<file path="src/rtl/rxq_pkg.sv">
package rxq_pkg;
  localparam int DATA_W = 8;
  localparam int STAT_W = 4;
  localparam int WORD_W = DATA_W + STAT_W;

  // Ring index arithmetic: capacity is a power of two, so wrap is a mask.
  function automatic int unsigned ring_slot(input int unsigned base,
                                            input int unsigned offset,
                                            input int unsigned capacity);
    return (base + offset) & (capacity - 1);
  endfunction

  function automatic int unsigned capacity_of(input logic buf_en,
                                              input int unsigned full_depth);
    return buf_en ? full_depth : 1;
  endfunction
endpackage

</file>
<file path="src/rtl/rxq_store.sv">
module rxq_store #(
  parameter int DEPTH  = 16,
  parameter int WORD_W = 12
) (
  input  logic                     clk,
  input  logic                     rst_n,
  input  logic                     wr_en,
  input  logic [$clog2(DEPTH)-1:0] wr_idx,
  input  logic [WORD_W-1:0]        wr_word,
  input  logic [$clog2(DEPTH)-1:0] rd_idx,
  output logic [WORD_W-1:0]        rd_word
);
  localparam int PW = $clog2(DEPTH);

  logic [WORD_W-1:0] slot_q [DEPTH];
  logic [DEPTH-1:0]  slot_hit;

  for (genvar i = 0; i < DEPTH; i++) begin : g_hit
    assign slot_hit[i] = wr_en && (wr_idx == PW'(i));
  end

  always_ff @(posedge clk or negedge rst_n) begin
    if (!rst_n) begin
      for (int i = 0; i < DEPTH; i++) slot_q[i] <= '0;
    end else begin
      for (int i = 0; i < DEPTH; i++)
        if (slot_hit[i]) slot_q[i] <= wr_word;
    end
  end

  assign rd_word = slot_q[rd_idx];
endmodule

</file>
<file path="src/rtl/rxq_ctrl.sv">
module rxq_ctrl #(
  parameter int DEPTH = 16,
  parameter int TRIG  = 1
) (
  input  logic                     clk,
  input  logic                     rst_n,
  input  logic                     mode_wr,
  input  logic                     mode_buf_en,
  input  logic                     push_valid,
  input  logic                     pop,
  output logic                     wr_en,
  output logic [$clog2(DEPTH)-1:0] wr_idx,
  output logic [$clog2(DEPTH)-1:0] rd_idx,
  output logic                     pop_evt,
  output logic                     rx_empty,
  output logic                     rx_full,
  output logic                     can_accept,
  output logic                     rx_irq,
  output logic                     overrun
);
  localparam int PW = $clog2(DEPTH);
  localparam int CW = PW + 1;

  logic          buf_en_q;
  logic [PW-1:0] rp_q;
  logic [CW-1:0] cnt_q, cnt_nx;
  logic [CW-1:0] cap;
  logic          irq_q, ovr_q;

  // Named internal events
  logic mode_flip, push_ok, push_drop, pop_take;

  assign cap        = CW'(rxq_pkg::capacity_of(buf_en_q, DEPTH));
  assign mode_flip  = mode_wr && (mode_buf_en != buf_en_q);
  assign can_accept = cnt_q < cap;
  assign push_ok    = !mode_flip && push_valid && can_accept;
  assign push_drop  = !mode_flip && push_valid && !can_accept;
  assign pop_evt    = !mode_flip && pop;
  assign pop_take   = pop_evt && (cnt_q != '0);
  assign cnt_nx     = cnt_q + CW'(push_ok) - CW'(pop_take);

  assign wr_en  = push_ok;
  assign wr_idx = PW'(rxq_pkg::ring_slot(32'(rp_q), 32'(cnt_q), 32'(cap)));
  assign rd_idx = rp_q;

  always_ff @(posedge clk or negedge rst_n) begin
    if (!rst_n) begin
      buf_en_q <= 1'b0;
      rp_q     <= '0;
      cnt_q    <= '0;
      irq_q    <= 1'b0;
      ovr_q    <= 1'b0;
    end else begin
      ovr_q <= push_drop;
      if (mode_wr) buf_en_q <= mode_buf_en;
      if (mode_flip) begin
        rp_q  <= '0;
        cnt_q <= '0;
      end else begin
        cnt_q <= cnt_nx;
        if (pop_take)
          rp_q <= PW'(rxq_pkg::ring_slot(32'(rp_q), 1, 32'(cap)));
        if (pop_evt && cnt_nx == CW'(TRIG - 1))
          irq_q <= 1'b0;
        else if (push_ok && cnt_nx == CW'(TRIG))
          irq_q <= 1'b1;
      end
    end
  end

  assign rx_empty = (cnt_q == '0);
  assign rx_full  = (cnt_q == cap);
  assign rx_irq   = irq_q;
  assign overrun  = ovr_q;


  count_bound_chk: assert property (@(posedge clk) disable iff (!rst_n)
    cnt_q <= cap);

  single_ptr_chk: assert property (@(posedge clk) disable iff (!rst_n)
    !buf_en_q |-> rd_idx == '0);

  flush_empty_chk: assert property (@(posedge clk) disable iff (!rst_n)
    mode_flip |=> (rx_empty && !rx_full && rd_idx == '0));

  flush_irq_keep_chk: assert property (@(posedge clk) disable iff (!rst_n)
    mode_flip |=> rx_irq == $past(rx_irq));

  irq_rise_chk: assert property (@(posedge clk) disable iff (!rst_n)
    (push_ok && !pop_evt && cnt_q == CW'(TRIG - 1)) |=> rx_irq);

  empty_pop_still_chk: assert property (@(posedge clk) disable iff (!rst_n)
    (pop && rx_empty && !mode_wr && !push_valid) |=> ($stable(rd_idx) && rx_empty));

  overrun_pulse_chk: assert property (@(posedge clk) disable iff (!rst_n)
    (push_valid && !mode_wr && !can_accept) |=> overrun);

  overrun_quiet_chk: assert property (@(posedge clk) disable iff (!rst_n)
    !push_valid |=> !overrun);
endmodule

</file>
<file path="src/rtl/rxq_status.sv">
module rxq_status #(
  parameter int WORD_W = 12,
  parameter int DATA_W = 8
) (
  input  logic                     clk,
  input  logic                     rst_n,
  input  logic                     pop_evt,
  input  logic                     status_clr,
  input  logic [WORD_W-1:0]        head_word,
  output logic [WORD_W-DATA_W-1:0] rx_status
);
  localparam int SW = WORD_W - DATA_W;

  logic [SW-1:0] stat_q;

  always_ff @(posedge clk or negedge rst_n) begin
    if (!rst_n)          stat_q <= '0;
    else if (pop_evt)    stat_q <= head_word[WORD_W-1:DATA_W];
    else if (status_clr) stat_q <= '0;
  end

  assign rx_status = stat_q;


  status_load_chk: assert property (@(posedge clk) disable iff (!rst_n)
    pop_evt |=> rx_status == $past(head_word[WORD_W-1:DATA_W]));

  status_clear_chk: assert property (@(posedge clk) disable iff (!rst_n)
    (status_clr && !pop_evt) |=> rx_status == '0);
endmodule

</file>
<file path="src/rtl/uart_rx_queue.sv">
module uart_rx_queue #(
  parameter int DEPTH = 16,
  parameter int TRIG  = 1
) (
  input  logic                      clk,
  input  logic                      rst_n,
  input  logic                      mode_wr,
  input  logic                      mode_buf_en,
  input  logic                      push_valid,
  input  logic [rxq_pkg::WORD_W-1:0] push_word,
  input  logic                      pop,
  input  logic                      status_clr,
  output logic [rxq_pkg::WORD_W-1:0] rd_word,
  output logic [rxq_pkg::STAT_W-1:0] rx_status,
  output logic                      rx_empty,
  output logic                      rx_full,
  output logic                      can_accept,
  output logic                      rx_irq,
  output logic                      overrun
);
  localparam int PW = $clog2(DEPTH);

  logic          wr_en, pop_evt;
  logic [PW-1:0] wr_idx, rd_idx;

  rxq_ctrl #(.DEPTH(DEPTH), .TRIG(TRIG)) u_ctrl (
    .clk(clk), .rst_n(rst_n),
    .mode_wr(mode_wr), .mode_buf_en(mode_buf_en),
    .push_valid(push_valid), .pop(pop),
    .wr_en(wr_en), .wr_idx(wr_idx), .rd_idx(rd_idx), .pop_evt(pop_evt),
    .rx_empty(rx_empty), .rx_full(rx_full), .can_accept(can_accept),
    .rx_irq(rx_irq), .overrun(overrun)
  );

  rxq_store #(.DEPTH(DEPTH), .WORD_W(rxq_pkg::WORD_W)) u_store (
    .clk(clk), .rst_n(rst_n),
    .wr_en(wr_en), .wr_idx(wr_idx), .wr_word(push_word),
    .rd_idx(rd_idx), .rd_word(rd_word)
  );

  rxq_status #(.WORD_W(rxq_pkg::WORD_W), .DATA_W(rxq_pkg::DATA_W)) u_status (
    .clk(clk), .rst_n(rst_n),
    .pop_evt(pop_evt), .status_clr(status_clr),
    .head_word(rd_word), .rx_status(rx_status)
  );
endmodule

</file>
<file path="config.mk">
export PLATFORM = sky130hd
export DESIGN_NAME = uart_rx_queue
export DESIGN_NICKNAME = d
export VERILOG_FILES = /design/src/rtl/rxq_pkg.sv /design/src/rtl/rxq_store.sv /design/src/rtl/rxq_ctrl.sv /design/src/rtl/rxq_status.sv /design/src/rtl/uart_rx_queue.sv
export SDC_FILE = /design/constraint.sdc
export NUM_CORES = 1
export LEC_CHECK = 0
export ABC_AREA = 1
export ABC_CLOCK_PERIOD_IN_PS = 7300
export BUFFER_PORTS_ARGS = -buffer_cell sky130_fd_sc_hd__buf_2
export CORE_MARGIN = 4
export CORE_UTILIZATION = 55
export CTS_CLUSTER_DIAMETER = 50
export DETAILED_ROUTE_END_ITERATION = 8
export PLACE_DENSITY = 0.72
export SETUP_SLACK_MARGIN = 0.05
export SLEW_MARGIN = 40
export SYNTH_ARGS = -nofsm -noshare
export SYNTH_HDL_FRONTEND = slang
export SYNTH_SLANG_ARGS = --single-unit
</file>
<file path="constraint.sdc">
create_clock -name clk -period 7.3 [get_ports clk]
set_input_delay 0 -clock clk [delete_from_list [all_inputs] [get_ports clk]]
set_output_delay 0 -clock clk [all_outputs]
set_load 0.05 [all_outputs]
</file>
; ---- After elaboration in Yosys (flattened, before gate mapping)
; Cells that the tools add are included.
[classes]
addsub = 5
bitwise = 4
multipliers = 0
order_cmp = 2
reduce_logical = 34
n_mux = 11
shifts = 0
n_div = 0
eq_ne = 18
[ops]
columns = operator, count
row1 = binary-select mux 12 bit (select 4 bit), 1
row2 = "equality test 4 bit, second input constant", 8
row3 = logical AND 1 bit, 24
row4 = two-way mux 12 bit, 2
row5 = "equality test 4 x 3 -> 1 bit, second input constant", 4
row6 = two-way mux 4 bit, 4
row7 = zero test 5 bit, 2
row8 = two-way mux 5 bit, 2
row9 = AND 4 bit, 2
row10 = "equality test 4 x 2 -> 1 bit, second input constant", 2
row11 = nonzero test 2 bit, 3
row12 = adder 5 x 1 -> 5 bit, 1
row13 = "equality test 5 x 1 -> 1 bit, second input constant", 1
row14 = equality test 5 bit, 1
row15 = "greater-or-equal comparator 5 bit, second input constant", 1
row16 = < comparator 5 bit, 1
row17 = inverter 4 -> 5 bit, 1
row18 = nonzero test 5 bit, 1
row19 = subtractor 5 x 1 -> 5 bit, 1
row20 = "adder 4 x 1 -> 4 bit, second input constant", 1
row21 = adder 4 bit, 1
row22 = "equality test 4 x 1 -> 1 bit, second input constant", 1
row23 = zero test 4 bit, 1
row24 = "subtractor 4 x 1 -> 4 bit, second input constant", 1
row25 = other kinds (5), 7
[totals]
inputBits = 19
word_cells = 96
latch_bits = 0
regBits = 208
mem_bits_rw = 0
mem_bits_ro = 0
mem_count = 0

; ---- Longest topological paths before layout
; Gate-level depths: netlist (run 1).
[logic_depth]
ltp_word = 11
depth_mapped = 19

; ---- Hierarchy
; A second synthesis (run 1) with hierarchy kept.
[unflattened]
cells_unflattened = 1411
area_unflattened_um2 = 10497.6
[by_module_without_submodules]
columns = module, cells_each, seq_area_each_um2, instances, area_per_inst_um2
row1 = rxq_store, 1266, 4804.6, 1, 9359.0
row2 = rxq_ctrl, 128, 300.3, 1, 987.2
row3 = rxq_status, 17, 100.1, 1, 151.4

; ---- Least setup slack after synthesis (run 1)
; Ideal clock, no wire load.
[synth_path]
path_kind = register -> register
startpoint = register u_ctrl.buf_en_q
endpoint = register u_ctrl.irq_q, in the netlist u_ctrl.rx_irq
required_time_ns = 7.176
n_path_buf = 0
t_arrival_ns = 2.925
period_less_slack_ns = 3.050
setup_ns = 0.124
setup_slack_ns = 4.250
path_stages_with_launch = 17
path_cell_list = dfrtp_1 -> inv_2 -> ha_1 -> a21oi_1 -> nand2_1 -> nor2_4 -> nand2_1 -> ha_1 -> inv_1 -> ha_1 -> fa_1 -> nand3_1 -> nand2_1 -> nand2_1 -> nand2_1 -> nor3_1 -> a21oi_1
[synth_via]
elab_cells_between_ends = 19
[synth_lines]
columns = element, line
row1 = "start, declared", rxq_ctrl.sv:24  ; logic buf_en_q;
row2 = "start signal, assigned", rxq_ctrl.sv:55  ; if (mode_wr) buf_en_q <= mode_buf_en;
row3 = two-way mux 5 bit *, rxq_pkg.sv:15  ; return buf_en ? full_depth : 1;
row4 = < comparator 5 bit *, rxq_ctrl.sv:35  ; assign can_accept = cnt_q < cap;
row5 = named net can_accept, uart_rx_queue.sv:17  ; output logic can_accept,
row6 = logical AND 1 bit *, rxq_ctrl.sv:36  ; assign push_ok = !mode_flip && push_valid && can_accept;
row7 = adder 5 x 1 -> 5 bit, rxq_ctrl.sv:40  ; assign cnt_nx = cnt_q + CW'(push_ok) - CW'(pop_take);
row8 = subtractor 5 x 1 -> 5 bit, rxq_ctrl.sv:40
row9 = equality test 5 x 1 -> 1 bit / zero test 5 bit (equally long branches), "rxq_ctrl.sv:65, rxq_ctrl.sv:63"
row10 = "logical AND 1 bit, on equally long branches", "rxq_ctrl.sv:65, rxq_ctrl.sv:63"
row11 = nonzero test 2 bit (no line), --
row12 = AND reduction 2 bit (no line), --
row13 = "end signal, assigned", rxq_ctrl.sv:51  ; irq_q <= 1'b0;
row14 = "end signal, assigned", rxq_ctrl.sv:64  ; irq_q <= 1'b0;
row15 = "end signal, assigned", rxq_ctrl.sv:66  ; irq_q <= 1'b1;
row16 = "end, declared", rxq_ctrl.sv:28  ; logic irq_q, ovr_q;
; The timed path passes the listed nets; every way through them passes the cells marked *.
; A chain may end at the register's enable or synchronous reset.

; ---- Final worst setup path (run 1)
[layout_path]
startpoint = register u_ctrl.rp_q[0], in the netlist u_ctrl.rd_idx[0]
endpoint = register u_store.slot_q[75] (netlist bit)
[layout_via]
elab_chain_len = 4
[layout_lines]
columns = element, line
row1 = "start, declared", rxq_ctrl.sv:25  ; logic [PW-1:0] rp_q;
row2 = "start signal, assigned", rxq_ctrl.sv:62  ; rp_q <= PW'(rxq_pkg::ring_slot(32'(rp_q), 1, 32'(cap)));
row3 = adder 4 bit, rxq_pkg.sv:10  ; return (base + offset) & (capacity - 1);
row4 = AND 4 bit, rxq_pkg.sv:10
row5 = equality test 4 bit, rxq_store.sv:19  ; assign slot_hit[i] = wr_en && (wr_idx == PW'(i));
row6 = logical AND 1 bit, rxq_store.sv:19
row7 = "end signal, assigned by index", rxq_store.sv:27  ; if (slot_hit[i]) slot_q[i] <= wr_word;
row8 = "end, declared", rxq_store.sv:15  ; logic [WORD_W-1:0] slot_q [DEPTH];
; Every way passes these cells.

==> run metrics, run 1 <==
status=complete, no violations; Synth Cell Area=0.01051 mm²; class of the worst hold path=in -> reg; CTS Sinks=208; dpl hpwl=17970 µm; Worst path most repeated cell=nand2_1; Power, Total=4929 µW; TritonCTS clock tree=yes; die area=0.02139 mm²; final WL=30300 µm; Setup TNS=0 ns; post-route ant nets=0; CTS Buf Count=26; fraction of layout cells with a size suffix above 1=0.09281; post-synthesis register bit count=208; CP max FO=49; drt wl/cell=18.66 µm; largest net degree at the start of global routing=102; GR Util met2=0.4515; clock tree buffer depth=3; setup violators final=0; Primary FF master, synth=dfrtp_1; Via Count=9581; die width=146.3 µm; htree depth=1; synthesized instance count=1380; vias in the first global route=9098; worst skew pair latency=0.52 ns; io pins=40; R2R Setup Slk=3.42 ns; Net Sw Frac=0.3900; PD cells=412.1 mW/mm²; Post-CTS Setup Repair Bufs=0; Leak=0.006249 µW; f_max=0.2577 GHz; diode count=0; most frequent cell after synthesis=nand2_1; final hold viol count=0; Max Slew Vio Count=0; CP Data Required Time=7.71 ns; Pre-antenna DRT Iters=5; combinational cell fraction of total power=0.340; worst reg2reg path depth=10; number of flops mapped to enable cells by yosys=0; RSZ-0062 raised after global routing=false; Root Driver=clkbuf_16; Crit-path slowest cell=dfrtp_4; Clk pwr share=0.304; WHS Path Cells=5; Worst path top cell family by delay=simple AND/OR/NAND/NOR gates; fraction of registers with async set/reset=1.000; CP peak stage delay=0.77 ns; initial antenna violation count=0; VDD IR max=0.2186 mV; nets=1406; top cells by instance count after synthesis=nand2_1 (485), dfrtp_1 (208), o21ai_0 (170); Critical Path End Type=flip-flop; number of max-cap violations=0; die height=146.3 µm; pin slew with the least headroom to its limit=0.8523 ns; Total GRT Usage=0.2814; Core Area=0.01877 mm²; Worst EP arrival=4.29 ns; WS Path Type=reg -> reg; placed inst area=0.01067 mm²; Synth area leaders=dfrtp_1 (50%), nand2_1 (17%), o21ai_0 (8.1%); CP Launch Type=flip-flop; clock-pin slew on the worst setup and hold paths=0.06 ns; crit path from=u_ctrl.rd_idx[0]; Syn Nets=1415; Synth Warn #=0; Hold Path Sink=u_status.rx_status[2]; Max-slew headroom=0.4312; PortBufs=39; clock period minus worst slack=3.881 ns; syn avg cell area=7.618 µm²; Area Overhead vs Synth=13.77%; site row count=50; Final Skew=0.01055 ns; Hold Path Origin=status_clr; RePlAce Congestion=0.8373; Crit path buffers/inverters=3; M1 GR Usage=0.3987; number of DRC markers in iteration 0=1077; internal power=3006 µW; Final Cycle Share=0.5317; post-synth top area share=0.4951; largest area contributor in the netlist=dfrtp_1; power share of the sequential group=0.356; first-pass GRT wire length=49220 µm; cells along the critical path=ha_1, inv_1, fa_1, inv_1, nor2_1, nand3_2, inv_2, nand2_1, nand2_1, nand2_1; worst r2r src=u_ctrl.rd_idx[0]; GR Layer Usage met3=0.03973; starting density of the core=0.5601; gr ovfl total=0; vias per cell=5.900; drc violations=0; worst reg2reg path endpoint=u_store.slot_q[75]; Net Switching=1922 µW; Worst path depth=10; busiest layer in global routing=met2; Synth cell types=29; Layout Utilization=0.6373; Fillers=1636; post-synthesis sequential area ratio=0.4951; Design Area, Final=0.01196 mm²
==> area by class of cell <==
| class | instances | area (µm²) | share of cell area |
|---|---|---|---|
| multi-input cells | 1021 | 4725 | 0.3950 |
| well taps | 234 | 292.8 | 0.02448 |
| clock buffers | 35 | 775.7 | 0.06486 |
| inverters | 38 | 145.1 | 0.01214 |
| repair buffers | 76 | 566.8 | 0.04739 |
| clock inverters | 12 | 245.2 | 0.02050 |
| flip-flops and latches | 208 | 5210 | 0.4356 |
==> power by group through the flow <==
stage | clock, µW | combinational, µW | sequential [µW]
global route | 1570 | 1870 | 1800
floorplan | 0 | 1220 | 1730
CTS | 1510 | 1660 | 1750
detailed placement | 0 | 1640 | 1760
finish | 1500 | 1670 | 1750
global placement | 0 | 1600 | 1750
==> per-stage QoR <==
| stage | hold WS [ns] | setup WS [ns] | instances |
|---|---|---|---|
| after floorplan | -0.2956 | 4.250 | 1380 |
| after global placement | 0.1510 | 3.352 | 1554 |
| after detailed placement | 0.1556 | 3.226 | 1554 |
| after CTS | 0.1656 | 3.193 | 1621 |
| after global routing | 0.3381 | 3.169 | 1624 |
| final | 0.3210 | 3.419 | 1624 |
==> how the worst max path moves through the flow <==
stage          slack [ns]            endpoint
3_5_place_dp         3.23  u_store.slot_q[91]
6_report             3.42  u_store.slot_q[75]
4_1_cts              3.19  u_store.slot_q[95]
2_1_floorplan        4.25       u_ctrl.rx_irq
5_1_grt              3.17  u_store.slot_q[83]
3_3_place_gp         3.35  u_store.slot_q[83]
==> worst reg2reg max path, delay by kind of cell (launching register included) <==
kind	cells	cell delay, ns
fa+ha+maj	2	0.78
buf+inv	3	0.81
flops	1	0.77
simple gates	5	1.40
==> state kept, by name, summed over array words and instances, names as in the netlist <==
| signal | cells |
|---|---|
| u_ctrl.overrun | 1 |
| u_ctrl.rd_idx | 4 |
| u_ctrl.rx_irq | 1 |
| u_ctrl.cnt_q | 5 |
| u_status.rx_status | 4 |
| u_store.slot_q | 192 |
| u_ctrl.buf_en_q | 1 |
==> layout by cell type (no fill, tap or decap), types with 11 or more instances in the layout <==
cell type        n
nand2_1        484
dfrtp_1        206
o21ai_0        170
nand3_1        114
nor2_1         113
o211ai_1        38
buf_2           38
inv_1           31
a21oi_1         29
clkbuf_16       27
dlygate4sd3_1   21
o22ai_1         15
ha_1            14
buf_4           13
o21ai_1         11
==> cells by family after synthesis <==
kind of cell,count (synthesis),synth area share
flops,208,0.4951
xor+xnor,6,0.004999
compound gates,264,0.1368
buf+inv,151,0.05868
simple gates,735,0.2840
fa+ha+maj,16,0.02047
==> routing by layer <==
metal  vias up  part of all wire
met2       410              0.46
met4         0             0.033
met5         -                 0
met1      4618              0.43
met3        83             0.076
li1       4470                 -
==> what timing repair did <==
action,CTS,global route
resized for setup,0,0
hold buffers,20,1
hold endpoints to repair,302,35
No activity file was read; power rests on OpenSTA's default activity.
==> inputs of run 2 (changes only) <==
--- a/config.mk
+++ b/config.mk
@@ -6,7 +6,7 @@
 export NUM_CORES = 1
 export LEC_CHECK = 0
 export ABC_AREA = 1
-export ABC_CLOCK_PERIOD_IN_PS = 7300
+export ABC_CLOCK_PERIOD_IN_PS = 3900
 export BUFFER_PORTS_ARGS = -buffer_cell sky130_fd_sc_hd__buf_2
 export CORE_MARGIN = 4
 export CORE_UTILIZATION = 55
==> constraint.sdc (replaced) <==
create_clock -name clk -period 3.9 [get_ports clk]
set_input_delay 0 -clock clk [delete_from_list [all_inputs] [get_ports clk]]
set_output_delay 0 -clock clk [all_outputs]
set_load 0.05 [all_outputs]
==> run 2 against run 1 <==
  * Clock power increased by 65%
  * Die area did not move
  * Largest cell class unchanged
  * Clock skew is 0.0019 ns higher
  * Global-route usage rose by 0.35 points
  * Via count up 0.18%
  * Core utilization fell by 0.65 points
  * Worst hold slack got worse by 0.26 ns
  * Count of clock-buffer cells in the layout rose by 5
  * Cell count increased by 0.31%
  * Highest routed layer unchanged
==> run metrics, run 2 (synthesized netlist as in run 1, its figures left out) <==
clock period minus worst slack=3.559 ns; max FFs per register=192; Clk pwr share=0.278; die width=146.3 µm; most frequent cells in the layout=nand2_1 (485), dfrtp_1 (206), o21ai_0 (170); Final Cycle Share=0.9126; Net Sw Frac=0.4012; cells along the critical path=inv_2, ha_1, a21oi_1, nand2_1, nor2_4, nand3_2, inv_2, nand2_1, nand2_1, nand2_1; setup violators final=0; biggest regs=u_store.slot_q x192, u_ctrl.cnt_q x5; Total GRT Usage=0.2848; site row count=50; status=complete, no violations; metal2 WL=14320 µm; io pins=40; final WL=30840 µm; Hold WS=0.06086 ns; Pre-antenna DRT Iters=5; dpl hpwl=17640 µm; Max Slew Vio Count=0; wl on met1=13310 µm; power share of the sequential group=0.362; drt wl/cell=18.93 µm; combinational cell fraction of total power=0.360; drc violations=0; RSZ-0062 raised after global routing=false; gr ovfl total=0; die height=146.3 µm; internal power=5339 µW; Critical Path End Type=flip-flop; worst skew pair latency=0.52 ns; CP peak stage delay=0.66 ns; clock-pin slew on the worst setup and hold paths=0.06 ns; pin slew with the least headroom to its limit=0.7974 ns; class of the worst hold path=in -> async; RePlAce Congestion=0.8617; CTS Buf Count=26; register with the most flip-flops=u_store.slot_q; Worst EP arrival=3.97 ns; WS Path Type=reg -> reg; post-route ant nets=0; Post-CTS Setup Repair Bufs=0; diode count=0; number of DRC markers in iteration 0=1073; final hold viol count=0; CP max FO=26; CTS Sinks=208; fraction of layout cells with a size suffix above 1=0.08961; nets=1410; TritonCTS clock tree=yes; Root Driver=clkbuf_16; largest net degree at the start of global routing=123; clock tree buffer depth=3; Setup TNS=0 ns; CP Launch Type=flip-flop; htree depth=1; CP Data Required Time=4.31 ns; Final Skew=0.01249 ns; vias in the first global route=9161; Net Switching=3577 µW; commonest non-fill, non-tap cell in the layout=nand2_1; Leak=0.006198 µW; first-pass GRT wire length=49730 µm; Max-slew headroom=0.4671; vias per cell=5.892; Worst path most repeated cell=nand2_1; initial antenna violation count=0; Area Overhead vs Synth=12.60%; PortBufs=39; WL met3=2427 µm; PD cells=753.2 mW/mm²; Via Count=9598; Crit-path slowest cell=inv_2; Core Area=0.01877 mm²; top layer in use=met4; f_max=0.2810 GHz; die area=0.02139 mm²; VDD IR max=0.5028 mV; number of max-cap violations=0; starting density of the core=0.5601
-- run 2: cell types whose count changed in the layout (fill, tap and decap cells not counted), moves of 2 or more --
cell       change
clkbuf_8       -3
buf_8          -2
clkinv_4       +2
clkbuf_1       +8
buf_4          +6
bufinv_16      -4
-- run 2: path summary, 6_finish.rpt --
kind                                         start               endpoint  slack, ns  cells after the start
worst max-delay path               u_ctrl.buf_en_q      u_store.slot_q[0]       0.34                     10
worst min-delay path                         rst_n    u_store.slot_q[153]       0.06                      2
worst max register to register     u_ctrl.buf_en_q      u_store.slot_q[0]       0.34                     10
worst min register to register  u_store.slot_q[64]     u_store.slot_q[64]       0.47                      2
max in group asynchronous                    rst_n     u_store.slot_q[88]       2.96                      3
min in group clk                        status_clr  u_status.rx_status[0]       0.30                      5
-- run 2: area by class of cell --
type | count | area [µm²]
clock buffer | 40 | 764.5
clock inverter | 8 | 128.9
fill | 1639 | 6930
inverter | 38 | 143.9
multi-input combinational | 1021 | 4711
sequential | 208 | 5207
tap | 234 | 292.8
timing repair buffer | 80 | 589.3
-- run 2: metal layers --
metal	vias up	track usage
met5	-	0
met4	0	0.09407
met3	68	0.03973
met2	438	0.4406
met1	4611	0.4177
li1	4481	-
-- run 2: critical path, delay by kind of cell (launching register included) --
family	cells	cell delay, ns
AND/OR/NAND/NOR	6	1.67
buffers and inverters	2	0.79
flip-flops	1	0.48
adder cells (fa/ha/maj)	1	0.34
AO/OA/AOI/OAI	1	0.15
-- run 2: power by group through the flow --
stage	sequential (µW)	combinational, µW	clock [µW]
floorplan	3230	2280	0
global placement	3230	3090	0
detailed placement	3240	3150	0
CTS	3210	3180	2510
global route	3300	3560	2600
finish	3230	3210	2480
-- run 2: metrics by stage --
step / cells / util / total power [µW] / setup slack [ns] / cell area [µm²]
2_1_floorplan: 1380 / - / 5514 / 0.8501 / 10510
3_3_place_gp: 1561 / 0.5708 / 6313 / 0.4250 / 10710
3_5_place_dp: 1561 / 0.5724 / 6395 / 0.4261 / 10740
4_1_cts: 1629 / 0.6307 / 8908 / 0.3906 / 11840
5_1_grt: 1629 / 0.6307 / 9460 / 0.07466 / 11840
6_report: 1629 / 0.6307 / 8916 / 0.3408 / 11840
-- run 2: timing repair --
action / CTS / global route
hold buffers: 20 / 0
endpoints found under the setup margin: 0 / 1
hold endpoints to repair: 323 / 0
resized for setup: 0 / 1
